==> src/rtl/adc_seq_pkg.sv <==
package adc_seq_pkg;

  localparam int ADC_CH = 6;
  localparam int ADDR_W = 3;
  localparam int OE_W   = 2;

  typedef enum logic [1:0] {
    ST_IDLE  = 2'd0,
    ST_GUARD = 2'd1,
    ST_START = 2'd2
  } round_st_t;

  // Address codes at or above the channel count are start commands.
  function automatic logic is_spare(input logic [ADDR_W-1:0] a);
    return a >= ADDR_W'(ADC_CH);
  endfunction

  function automatic logic is_last(input logic [ADDR_W-1:0] a);
    return a == ADDR_W'(ADC_CH - 1);
  endfunction

  function automatic logic [ADC_CH-1:0] chan_onehot(input logic [ADDR_W-1:0] a);
    logic [ADC_CH-1:0] r;
    r = '0;
    if (!is_spare(a)) r = ADC_CH'(1) << a;
    return r;
  endfunction

  function automatic logic starts_round(input logic [ADDR_W-1:0] a);
    return is_last(a) || is_spare(a);
  endfunction

endpackage

==> src/rtl/bus_sync.sv <==
module bus_sync #(
  parameter int            W       = 1,
  parameter int            STAGES  = 2,
  parameter logic [W-1:0]  RST_VAL = '0
) (
  input  logic         clk,
  input  logic         rst_n,
  input  logic [W-1:0] d,
  output logic [W-1:0] q
);
  logic [W-1:0] stg [STAGES];

  generate
    for (genvar i = 0; i < STAGES; i++) begin : g_stage
      if (i == 0) begin : g_first
        always_ff @(posedge clk or negedge rst_n) begin
          if (!rst_n) stg[0] <= RST_VAL;
          else        stg[0] <= d;
        end
      end else begin : g_next
        always_ff @(posedge clk or negedge rst_n) begin
          if (!rst_n) stg[i] <= RST_VAL;
          else        stg[i] <= stg[i-1];
        end
      end
    end
  endgenerate

  assign q = stg[STAGES-1];
endmodule

==> src/rtl/rd_decode.sv <==
module rd_decode
  import adc_seq_pkg::*;
#(
  parameter int NCH = ADC_CH,
  parameter int AW  = ADDR_W
) (
  input  logic           clk,
  input  logic           rst_n,
  input  logic           s_sel_n,
  input  logic           s_rd_n,
  input  logic [AW-1:0]  s_addr,
  input  logic           busy,
  output logic [NCH-1:0] sel_oh,
  output logic           rd_done,
  output logic [AW-1:0]  done_addr
);
  logic           rd_active, act_q, rd_start, rd_end;
  logic           acc_q;
  logic [AW-1:0]  addr_q;
  logic [NCH-1:0] sel_q, sel_d;

  assign rd_active = !s_sel_n && !s_rd_n;
  assign rd_start  = rd_active && !act_q;
  assign rd_end    = !rd_active && act_q;

  always_comb begin
    sel_d = '0;
    if (rd_active) begin
      if (rd_start) sel_d = busy ? '0 : NCH'(chan_onehot(s_addr));
      else          sel_d = sel_q;
    end
  end

  always_ff @(posedge clk or negedge rst_n) begin
    if (!rst_n) begin
      act_q  <= 1'b0;
      acc_q  <= 1'b0;
      addr_q <= '0;
      sel_q  <= '0;
    end else begin
      act_q <= rd_active;
      sel_q <= sel_d;
      if (rd_start) begin
        acc_q  <= !busy;
        addr_q <= s_addr;
      end
    end
  end

  assign sel_oh    = sel_q;
  assign rd_done   = rd_end && acc_q;
  assign done_addr = addr_q;

  // at most one converter selected
  a_r2_single_select: assert property (@(posedge clk) disable iff (!rst_n)
    $onehot0(sel_q));

  // a read opening during a round is refused
  a_r8_refuse_busy: assert property (@(posedge clk) disable iff (!rst_n)
    (rd_start && busy) |=> (sel_q == '0));

  // no selection without an active read cycle
  a_r9_needs_cycle: assert property (@(posedge clk) disable iff (!rst_n)
    !rd_active |=> (sel_q == '0));
endmodule

==> src/rtl/start_timer.sv <==
module start_timer
  import adc_seq_pkg::*;
#(
  parameter int GUARD_CYC = 1,
  parameter int HOLD_CYC  = 2
) (
  input  logic clk,
  input  logic rst_n,
  input  logic trigger,
  output logic busy,
  output logic pulse
);
  localparam int CW = $clog2(GUARD_CYC + HOLD_CYC + 1);

  round_st_t      st_q;
  logic [CW-1:0]  cnt_q;

  always_ff @(posedge clk or negedge rst_n) begin
    if (!rst_n) begin
      st_q  <= ST_IDLE;
      cnt_q <= '0;
    end else begin
      unique case (st_q)
        ST_IDLE: begin
          cnt_q <= '0;
          if (trigger) st_q <= ST_GUARD;
        end
        ST_GUARD: begin
          if (cnt_q == CW'(GUARD_CYC - 1)) begin
            st_q  <= ST_START;
            cnt_q <= '0;
          end else begin
            cnt_q <= cnt_q + 1'b1;
          end
        end
        ST_START: begin
          if (cnt_q == CW'(HOLD_CYC - 1)) begin
            st_q  <= ST_IDLE;
            cnt_q <= '0;
          end else begin
            cnt_q <= cnt_q + 1'b1;
          end
        end
        default: begin
          st_q  <= ST_IDLE;
          cnt_q <= '0;
        end
      endcase
    end
  end

  assign busy  = (st_q != ST_IDLE);
  assign pulse = (st_q == ST_START);

  // start pulse lasts at least two clocks
  a_r5_hold_min: assert property (@(posedge clk) disable iff (!rst_n)
    $rose(pulse) |=> pulse);

  // pulse only inside a flagged round
  a_r5_pulse_in_round: assert property (@(posedge clk) disable iff (!rst_n)
    pulse |-> busy);

  // end of pulse ends the round
  a_r5_release: assert property (@(posedge clk) disable iff (!rst_n)
    $fell(pulse) |-> !busy);
endmodule

==> src/rtl/adc_seq_ctrl.sv <==
module adc_seq_ctrl
  import adc_seq_pkg::*;
#(
  parameter int SYNC_STAGES = 2,
  parameter int GUARD_CYC   = 1,
  parameter int HOLD_CYC    = 2
) (
  input  logic              clk,
  input  logic              rst_n,
  input  logic              bus_sel_n,
  input  logic              bus_rd_n,
  input  logic [ADDR_W-1:0] bus_addr,
  output logic [ADC_CH-1:0] adc_cs_n,
  output logic [ADC_CH-1:0] adc_rc_n,
  output logic [OE_W-1:0]   xlat_oe_n,
  output logic              round_flag
);
  localparam int SW = ADDR_W + 2;

  logic [SW-1:0]     sync_in, sync_out;
  logic              s_sel_n, s_rd_n;
  logic [ADDR_W-1:0] s_addr;
  logic [ADC_CH-1:0] sel_oh;
  logic              rd_done, busy, pulse, trigger;
  logic [ADDR_W-1:0] done_addr;

  assign sync_in = {bus_sel_n, bus_rd_n, bus_addr};

  bus_sync #(
    .W(SW), .STAGES(SYNC_STAGES), .RST_VAL({2'b11, {ADDR_W{1'b0}}})
  ) u_sync (
    .clk(clk), .rst_n(rst_n), .d(sync_in), .q(sync_out)
  );

  assign {s_sel_n, s_rd_n, s_addr} = sync_out;

  rd_decode #(.NCH(ADC_CH), .AW(ADDR_W)) u_dec (
    .clk(clk), .rst_n(rst_n),
    .s_sel_n(s_sel_n), .s_rd_n(s_rd_n), .s_addr(s_addr),
    .busy(busy),
    .sel_oh(sel_oh), .rd_done(rd_done), .done_addr(done_addr)
  );

  assign trigger = rd_done && starts_round(done_addr);

  start_timer #(.GUARD_CYC(GUARD_CYC), .HOLD_CYC(HOLD_CYC)) u_tmr (
    .clk(clk), .rst_n(rst_n), .trigger(trigger), .busy(busy), .pulse(pulse)
  );

  assign adc_cs_n   = ~(sel_oh | {ADC_CH{pulse}});
  assign adc_rc_n   = ~{ADC_CH{pulse}};
  assign xlat_oe_n  = {OE_W{~|sel_oh}};
  assign round_flag = busy;

  // read/convert stays high while a converter is read
  a_r3_rc_quiet_in_read: assert property (@(posedge clk) disable iff (!rst_n)
    (|sel_oh) |-> (&adc_rc_n));

  // translator never open during a round
  a_r4_no_oe_in_round: assert property (@(posedge clk) disable iff (!rst_n)
    (|sel_oh) |-> !busy);

  // rounds only follow a finished read
  a_r7_round_cause: assert property (@(posedge clk) disable iff (!rst_n)
    $rose(busy) |-> $past(rd_done));
endmodule

==> config.mk <==
export PLATFORM = sky130hd
export DESIGN_NAME = adc_seq_ctrl
export DESIGN_NICKNAME = d
export VERILOG_FILES = /design/src/rtl/adc_seq_pkg.sv /design/src/rtl/bus_sync.sv /design/src/rtl/rd_decode.sv /design/src/rtl/start_timer.sv /design/src/rtl/adc_seq_ctrl.sv
export SDC_FILE = /design/constraint.sdc
export NUM_CORES = 1
export LEC_CHECK = 0
export ABC_AREA = 0
export CORE_ASPECT_RATIO = 0.8
export CORE_MARGIN = 5
export CORE_UTILIZATION = 50
export CTS_BUF_LIST = sky130_fd_sc_hd__clkbuf_2 sky130_fd_sc_hd__clkbuf_4 sky130_fd_sc_hd__clkbuf_8
export CTS_CLUSTER_SIZE = 16
export DETAILED_ROUTE_END_ITERATION = 7
export DONT_BUFFER_PORTS = 1
export PLACE_DENSITY_LB_ADDON = 0.2
export SETUP_SLACK_MARGIN = 0.15
export SYNTH_ARGS = -nofsm -noshare
export SYNTH_HDL_FRONTEND = slang
export SYNTH_SLANG_ARGS = --single-unit
==> constraint.sdc <==
create_clock -name clk -period 3.1 [get_ports clk]
set_clock_uncertainty 0.2 [all_clocks]
set_input_delay 0.62 -clock clk [delete_from_list [all_inputs] [get_ports clk]]
set_output_delay 0.62 -clock clk [all_outputs]
set_load 0.05 [all_outputs]
# ---- Word-level counts from Yosys, hierarchy flattened
# Cells that the tools add are included.
dict set report classes {
  add_sub_neg 1
  n_lt_le_gt_ge 2
  eq_ne 8
  shifts 1
  muxes 11
  n_bitwise 3
  reduce_logical 17
}
# cell n
set ops {}
lappend ops {{two-way mux 6 bit} 4}
lappend ops {{inverter 6 bit} 2}
lappend ops {{two-way mux 2 bit} 5}
lappend ops {{greater-or-equal comparator 3 bit (second input constant)} 2}
lappend ops {{zero test 1 bit} 6}
lappend ops {{OR 6 bit} 1}
lappend ops {{one-hot mux 2 bit (3 select lines)} 1}
lappend ops {{OR reduction 6 bit} 1}
lappend ops {{left shift 1 x 3 -> 6 bit (first input constant)} 1}
lappend ops {{logical AND 1 bit} 5}
lappend ops {{equality test 2 x 1 -> 1 bit (second input constant)} 2}
lappend ops {{zero test 2 bit} 2}
lappend ops {{!= test 2 x 1 -> 1 bit (second input constant)} 2}
lappend ops {{!= test 2 bit (second input constant)} 2}
lappend ops {{one-hot mux 2 bit (2 select lines)} 1}
lappend ops {{equality test 3 bit (second input constant)} 1}
lappend ops {{AND reduction 3 bit} 1}
lappend ops {{adder 2 x 1 -> 2 bit (second input constant)} 1}
lappend ops {{equality test 2 bit (second input constant)} 1}
lappend ops {{nonzero test 2 bit} 1}
lappend ops {{logical OR 1 bit} 1}
dict set report word_totals {
  regBits 25
  inputBits 7
  out_inout_bits 15
  wordCells 51
}

# ---- Logic depth before layout (Yosys ltp)
# Gate-level depths: netlist of the first run.
dict set report depth {
  depth_word 8
  depth_mapped 7
  depth_no_buf 6
}

# ---- Hierarchy
# A second synthesis of the first run with hierarchy kept.
dict set report hier_totals {
  cells_unflattened 97
  area_unflattened_um2 1161.1
}
# module n_inst cells_each area_per_inst_um2 seq_area_each_um2
set modules_own_cells {}
lappend modules_own_cells {rd_decode 1 39 478.0 275.3}
lappend modules_own_cells {bus_sync 1 15 292.8 255.2}
lappend modules_own_cells {start_timer 1 27 291.5 100.1}
lappend modules_own_cells {adc_seq_ctrl 1 16 98.8 0.0}

# ---- Worst setup path before layout of the first run
# Ideal clock, no wire load.
dict set report synth_timing {
  path_kind {register -> output}
  startpoint {register u_dec.sel_q[2] (netlist: u_dec.sel_oh[2])}
  endpoint {output port xlat_oe_n[1]}
  arrival_ns 2.353
  required_ns 2.280
  slack_ns -0.073
  path_stages_with_launch 4
  n_path_buf 1
  path_cell_list {dfrtp_1 -> or4_1 -> nor3_1 -> buf_4}
}
dict set report synth_via {
  elab_chain_cells 2
}
# item line_no
set synth_rtl {}
lappend synth_rtl {{start, declared} rd_decode.sv:20} ;# logic [NCH-1:0] sel_q, sel_d;
lappend synth_rtl {{start signal, assigned} rd_decode.sv:42} ;# sel_q <= sel_d;
lappend synth_rtl {{OR reduction 6 bit} adc_seq_ctrl.sv:52} ;# assign xlat_oe_n = {OE_W{~|sel_oh}};
lappend synth_rtl {{zero test 1 bit} adc_seq_ctrl.sv:52}
lappend synth_rtl {{end, declared} adc_seq_ctrl.sv:15} ;# output logic [OE_W-1:0] xlat_oe_n,
# No other way between the ends.

# ---- Worst setup path in the final report of the first run
# Ends and elaborated chain as after synthesis.

==> out/metrics.yaml, run 1 <==
area_delta_synth_final_pct: 9.37
htreeDepth: 1
seq_power_share: 0.458
fin_crit_ns: 2.53
rsz0062_at_grt: "no"
grt_pass1_vias: 623
wl_per_cell_um: 13.3
nNetsFinal: 106
grt_pass1_wl_um: 2820
antenna_found_initial: 0
clockPowerShare: 0.180
start_util: 0.508
leakagePower_nw: 0.533
cts_max_path_buffers: 2
cts.clk_slew.worst_paths_ns: 0.13
clk_latency_ns: 0.31
cts_tree: "built"
cts_buffers: 3
core-area_um2: 2100
synth_cell_types: 26
arrival_ns: 1.71
synthesis.nets: 100
critPathCaptureType: "output pin"
outcome: "finished clean"
drtAntennaViolNets: 0
worst-setup-path-type: "reg -> out"
dieArea_um2: 3170
vias: 596
grt-ovfl-total: 0
vdd_drop_max_mv: 0.488
dieHeight_um: 51.3
hold_class: "in -> reg"
swShare: 0.395
min_period_over_period: 0.815
pwr-share-comb: 0.362
numClockSinks: 25
post-dp-hpwl_um: 1140
cts_setup_buffers: 0
setup_violations: 0
drt_wl_total_um: 1550
whs_ns: 0.0900
seq_area_frac_synth: 0.590
dr.pass1.iters: 4
p_int_uw: 496
ys_warn_count: 0
antenna_cells: 0
grt.total_usage: 0.119
worstMarginPinSlew_ns: 1.08
crit_fanout: 3
synthCells: 87
syn_avg_cell_area_um2: 12.3
relSlewSlack: 0.281
port_buffers: 0
setup-tns-final_ns: 0
hold_viol: 0
cp.required_ns: 2.28
drt_iter0_drc: 16
p_switching_uw: 324
drc: 0
io_pins: 22
synth-seq-cells: 25
cap_violations: 0
vias_per_cell: 5.09
num_rows: 15
num-fill-cells: 182
p_total_uw: 820
grt_max_degree: 26
root_buffer: "clkbuf_4"
synth_area_um2: 1070
worstSetupStartpointType: "flip-flop"
drv_slew: 0
gp_congestion: 0.737
die_w_um: 61.7
fmax_ghz: 0.396
p_per_area_nw_per_um2: 701
final_layout_size_suffix_gt1_frac: 0.304
-- per-layer routing --
metal	track usage	share of wire	vias to the layer above	routed length (um)
met5	0	0	-	0
met4	0.0424	0.0045	0	7
met3	0.0227	0.068	2	106
met2	0.176	0.43	13	665
met1	0.173	0.50	285	773
li1	-	-	296	-
-- power groups by stage --
stage               clock network [mW]  registers, mW  logic [mW]
floorplan                            0          0.376       0.254
global placement                     0          0.381       0.291
detailed placement                   0          0.382       0.292
CTS                              0.154          0.376       0.300
global route                     0.166          0.380       0.319
finish                           0.147          0.376       0.297
-- cells by family (layout without fill, tap and decap cells) --
group / count (synthesis) / in the layout / share of synthesized area
adders and majority gates: 6 / 6 / 0.0703
and+or+nand+nor: 22 / 22 / 0.122
AOI/OAI and AO/OA: 12 / 12 / 0.0902
DFF: 25 / 25 / 0.590
buffers and inverters: 18 / 23 / 0.0867
muxes: 4 / 4 / 0.0410
-- per-stage QoR --
| step | worst slack [ns] | instance area [um^2] | util | std cells |
|---|---|---|---|---|
| after floorplan | 0.404 | 1070 | - | 87 |
| after global placement | 0.916 | 1130 | 0.537 | 112 |
| after detailed placement | 0.912 | 1130 | 0.537 | 112 |
| after CTS | 0.549 | 1170 | 0.556 | 117 |
| after global routing | 0.479 | 1170 | 0.556 | 117 |
| final | 0.573 | 1170 | 0.556 | 117 |
-- area by class of cell --
cell class              instances  area (um^2)  share of cell area
well taps                      25         31.3              0.0268
inverters                      10         37.5              0.0321
multi-input cells              44          357               0.305
flip-flops and latches         25          631               0.540
clock buffers                   4         30.0              0.0257
repair buffers                  9         82.6              0.0707
-- state kept, by name, summed over array words and instances (netlist names) --
signal           cells
u_dec.done_addr      3
u_sync.stg           5
u_tmr.st_q           2
u_dec.acc_q          1
u_dec.act_q          1
u_dec.sel_oh         6
u_tmr.cnt_q          2
u_sync.q             5
-- cells in the final DEF, fill, tap and decap left out, types with 2 or more instances in the layout --
cell type  netlist  routed
mux2_2           3       3
a22o_1           4       4
clkbuf_4         0       4
dfrtp_1         21      21
nor2_1          10      10
nor3_2           2       2
inv_1           10       9
dfstp_2          4       4
nor2b_1          2       2
buf_4            6       7
a32o_1           2       2
ha_1             6       6
-- final timing paths --
| path | startpoint | to | slack (ns) | cells after the start |
|---|---|---|---|---|
| worst max-delay path | u_dec.sel_oh[2]$_DFFE_PN0P_ | xlat_oe_n[1] | 0.57 | 3 |
| worst min-delay path | bus_rd_n | u_sync.stg[8]$_DFF_PN1_ | 0.09 | 0 |
| worst max register to register | u_tmr.st_q[0]$_DFFE_PN0P_ | u_tmr.st_q[0]$_DFFE_PN0P_ | 1.28 | 6 |
| worst min register to register | u_sync.stg[5]$_DFF_PN0_ | u_sync.q[0]$_DFF_PN0_ | 0.16 | 0 |
| max in group asynchronous | rst_n | u_sync.stg[6]$_DFF_PN0_ | 1.31 | 1 |
| min in group asynchronous | rst_n | u_dec.sel_oh[4]$_DFFE_PN0P_ | 0.75 | 1 |
-- Yosys cell counts, drive strengths merged --
| library cell | number | area [um^2] |
|---|---|---|
| a21oi | 2 | 13.8 |
| a22o | 4 | 35.0 |
| a22oi | 1 | 7.51 |
| a32o | 2 | 20.0 |
| and2 | 1 | 7.51 |
| buf | 8 | 55.1 |
| dfrtp | 21 | 526 |
| dfstp | 4 | 105 |
| ha | 6 | 75.1 |
| inv | 10 | 37.5 |
| mux2 | 3 | 33.8 |
| mux2i | 1 | 10.0 |
| nand2 | 1 | 6.26 |
| nand3 | 1 | 5.00 |
| nor2 | 10 | 37.5 |
| nor2b | 2 | 12.5 |
| nor3 | 4 | 30.0 |
| nor3b | 1 | 12.5 |
| o21ai | 1 | 5.00 |
| o22a | 1 | 8.76 |
| o22ai | 1 | 6.26 |
| or3 | 1 | 11.3 |
| or4 | 1 | 7.51 |
-- timing repair --
action	in CTS	in global routing
resized for setup	0	0
setup endpoints to repair	0	0
endpoints found under the hold margin	25	0
hold buffers	1	0
-- critical path, stage by stage (launching register included) --
cell and delay [ns]:
dfrtp_1 0.41, or4_1 0.57, nor3_4 0.12, buf_4 0.30
Note: power is estimated with default switching activity, not from simulation.
==> run 2, diff against run 1 <==
Settings changed: ABC_AREA 0 to 1.
Clock period 3.1 ns to 2.4 ns, I/O delays scaled along.
==> run 2 against run 1 <==
Net effect:
- global-route usage rose by 1.0 points
- power up 32%
- flip-flop and latch count stayed put
- critical path type unchanged
- non-clock buffer count rose by 5
- register-to-register slack got worse by 0.56 ns
- sequential power grew 28%
- hold slack improved by 0.075 ns
- clock power is 31% higher
- die area rose by 3.0%
- first-iteration DRC count shrank 13%
- routed wire length is 11% higher
- sequential share of layout area shrank 3.4 points
==> out/metrics.yaml, run 2 <==
outcome: "finished clean"
port_buffers: 0
synth_area_um2: 1110
leakagePower_nw: 0.621
area_delta_synth_final_pct: 12.7
post-dp-hpwl_um: 1300
grt_pass1_vias: 716
syn_avg_cell_area_um2: 9.63
synth_commonest_cells: "nand2_1 (28), dfrtp_1 (21), inv_1 (16)"
synth_cell_types: 17
whs_ns: 0.165
synth_flop_cell: "dfrtp_1"
layout_commonest_cell: "nand2_1"
vias: 719
numClockSinks: 25
cts_buffers: 3
synth_edf_count: 0
drv_slew: 0
io_pins: 22
cp.required_ns: 1.72
fmax_ghz: 0.475
drt_iter0_drc: 14
gp_congestion: 0.765
drtAntennaViolNets: 0
dieArea_um2: 3260
drt_wl_total_um: 1730
root_buffer: "clkbuf_4"
arrival_ns: 1.43
start_util: 0.518
grt-ovfl-total: 0
clk_latency_ns: 0.31
ys_warn_count: 0
dieHeight_um: 52.1
grt.total_usage: 0.129
vdd_drop_max_mv: 0.556
dr.pass1.iters: 4
critPathCaptureType: "output pin"
cts_tree: "built"
synth_top_area_frac: 0.475
fin_crit_ns: 2.11
antenna_cells: 0
synthCells: 115
antenna_found_initial: 0
regArea_um2: 631
cts_setup_buffers: 0
grt_max_degree: 26
crit_fanout: 10
hold_viol: 0
vias_per_cell: 4.76
die_w_um: 62.6
drc: 0
ys_top_cells_by_area: "dfrtp_1 (47%), dfstp_2 (9.5%), nand2_1 (9.5%)"
yosysMostFrequentCell: "nand2_1"
setup_violations: 0
synthArstFlopShare: 1.00
largest_register_ffs: 6
place_area_um2: 1150
p_per_area_nw_per_um2: 868
num_rows: 15
num-fill-cells: 198
worstMarginPinSlew_ns: 1.04
final_cell_mix: "nand2_1 (28), dfrtp_1 (21), inv_1 (15)"
htreeDepth: 1
synthesis.nets: 128
cts_max_path_buffers: 2
cap_violations: 0
min_period_over_period: 0.877
core-area_um2: 2140
fin_util: 0.583
synth-seq-cells: 25
cts.clk_slew.worst_paths_ns: 0.12
seq_area_frac_synth: 0.569
setup-tns-final_ns: 0
worstSetupStartpointType: "flip-flop"
rsz0062_at_grt: "no"
worst-setup-path-type: "reg -> out"
synth_top_cell_by_area: "dfrtp_1"
hold_class: "reg -> reg"
multi_input_area_um2: 363
wl_per_cell_um: 11.4
relSlewSlack: 0.306
design_area_um2: 1250
nNetsFinal: 140
p_total_mw: 1.08
grt_pass1_wl_um: 3240
final_layout_size_suffix_gt1_frac: 0.167
## run 2: cell count changes in the layout (fill, tap and decap cells not counted), moves of 4 or more
cell / before / now
inv_1: 9 / 15
nand3_1: 1 / 6
a22o_1: 4 / 0
nand4_1: 0 / 4
dlygate4sd3_1: 1 / 6
nand2_1: 0 / 28
## run 2: through the flow
stage	cells	worst slack, ns
finish	151	0.294
global route	151	0.166
CTS	151	0.173
detailed placement	141	0.546
global placement	141	0.594
floorplan	115	0.334
## run 2: cell families after synthesis
family,count (synthesis),synth area share
adders and majority gates,6,0.0678
AOI/OAI and AO/OA,7,0.0339
and+or+nand+nor,54,0.224
DFF,25,0.569
buffers and inverters,23,0.105
## run 2: what timing repair did
item	CTS	global route
hold endpoints to repair	30	0
setup endpoints to repair	0	12
resized for setup	0	1
hold buffers	6	0
## run 2: final cells by class
type	count	share of cell area
tap	25	0.0251
timing repair buffer	14	0.106
inverter	16	0.0481
sequential	25	0.506
clock buffer	4	0.0241
multi-input combinational	67	0.291
## run 2: power breakdown
| part | switching [mW] | total [mW] | internal, mW | leakage [nW] |
|---|---|---|---|---|
| Clock | 0.115 | 0.192 | 0.0763 | 0.0184 |
| Combinational | 0.306 | 0.408 | 0.102 | 0.290 |
| Sequential | 0.0217 | 0.483 | 0.461 | 0.312 |
## run 2: metal layers
| metal | GRT usage | routed length [um] | share of wire | vias to the layer above |
|---|---|---|---|---|
| li1 | - | - | - | 369 |
| met1 | 0.170 | 843 | 0.49 | 324 |
| met2 | 0.188 | 719 | 0.42 | 21 |
| met3 | 0.0540 | 129 | 0.075 | 5 |
| met4 | 0.0530 | 35 | 0.020 | 0 |
| met5 | 0 | 0 | 0 | - |
## run 2: worst max-delay path: stages (launching register included)
cell and delay, ns:
dfrtp_1 0.37, inv_1 0.08, ha_2 0.25, inv_2 0.08
buf_12 0.32
## run 2: worst paths after layout
| check | slack, ns | endpoint | depth (start not counted) | start |
|---|---|---|---|---|
| hold reg to reg | 0.16 | u_sync.q[4]$_DFF_PN1_ | 0 | u_sync.stg[9]$_DFF_PN1_ |
| setup reg to reg | 0.72 | u_dec.sel_oh[2]$_DFFE_PN0P_ | 6 | u_tmr.st_q[0]$_DFFE_PN0P_ |
| setup / recovery | 0.29 | adc_rc_n[1] | 4 | u_tmr.st_q[0]$_DFFE_PN0P_ |
| min in group asynchronous | 0.58 | u_sync.stg[7]$_DFF_PN0_ | 1 | rst_n |
| hold / removal | 0.16 | u_sync.q[4]$_DFF_PN1_ | 0 | u_sync.stg[9]$_DFF_PN1_ |
| max in group asynchronous | 0.80 | u_dec.sel_oh[3]$_DFFE_PN0P_ | 1 | rst_n |
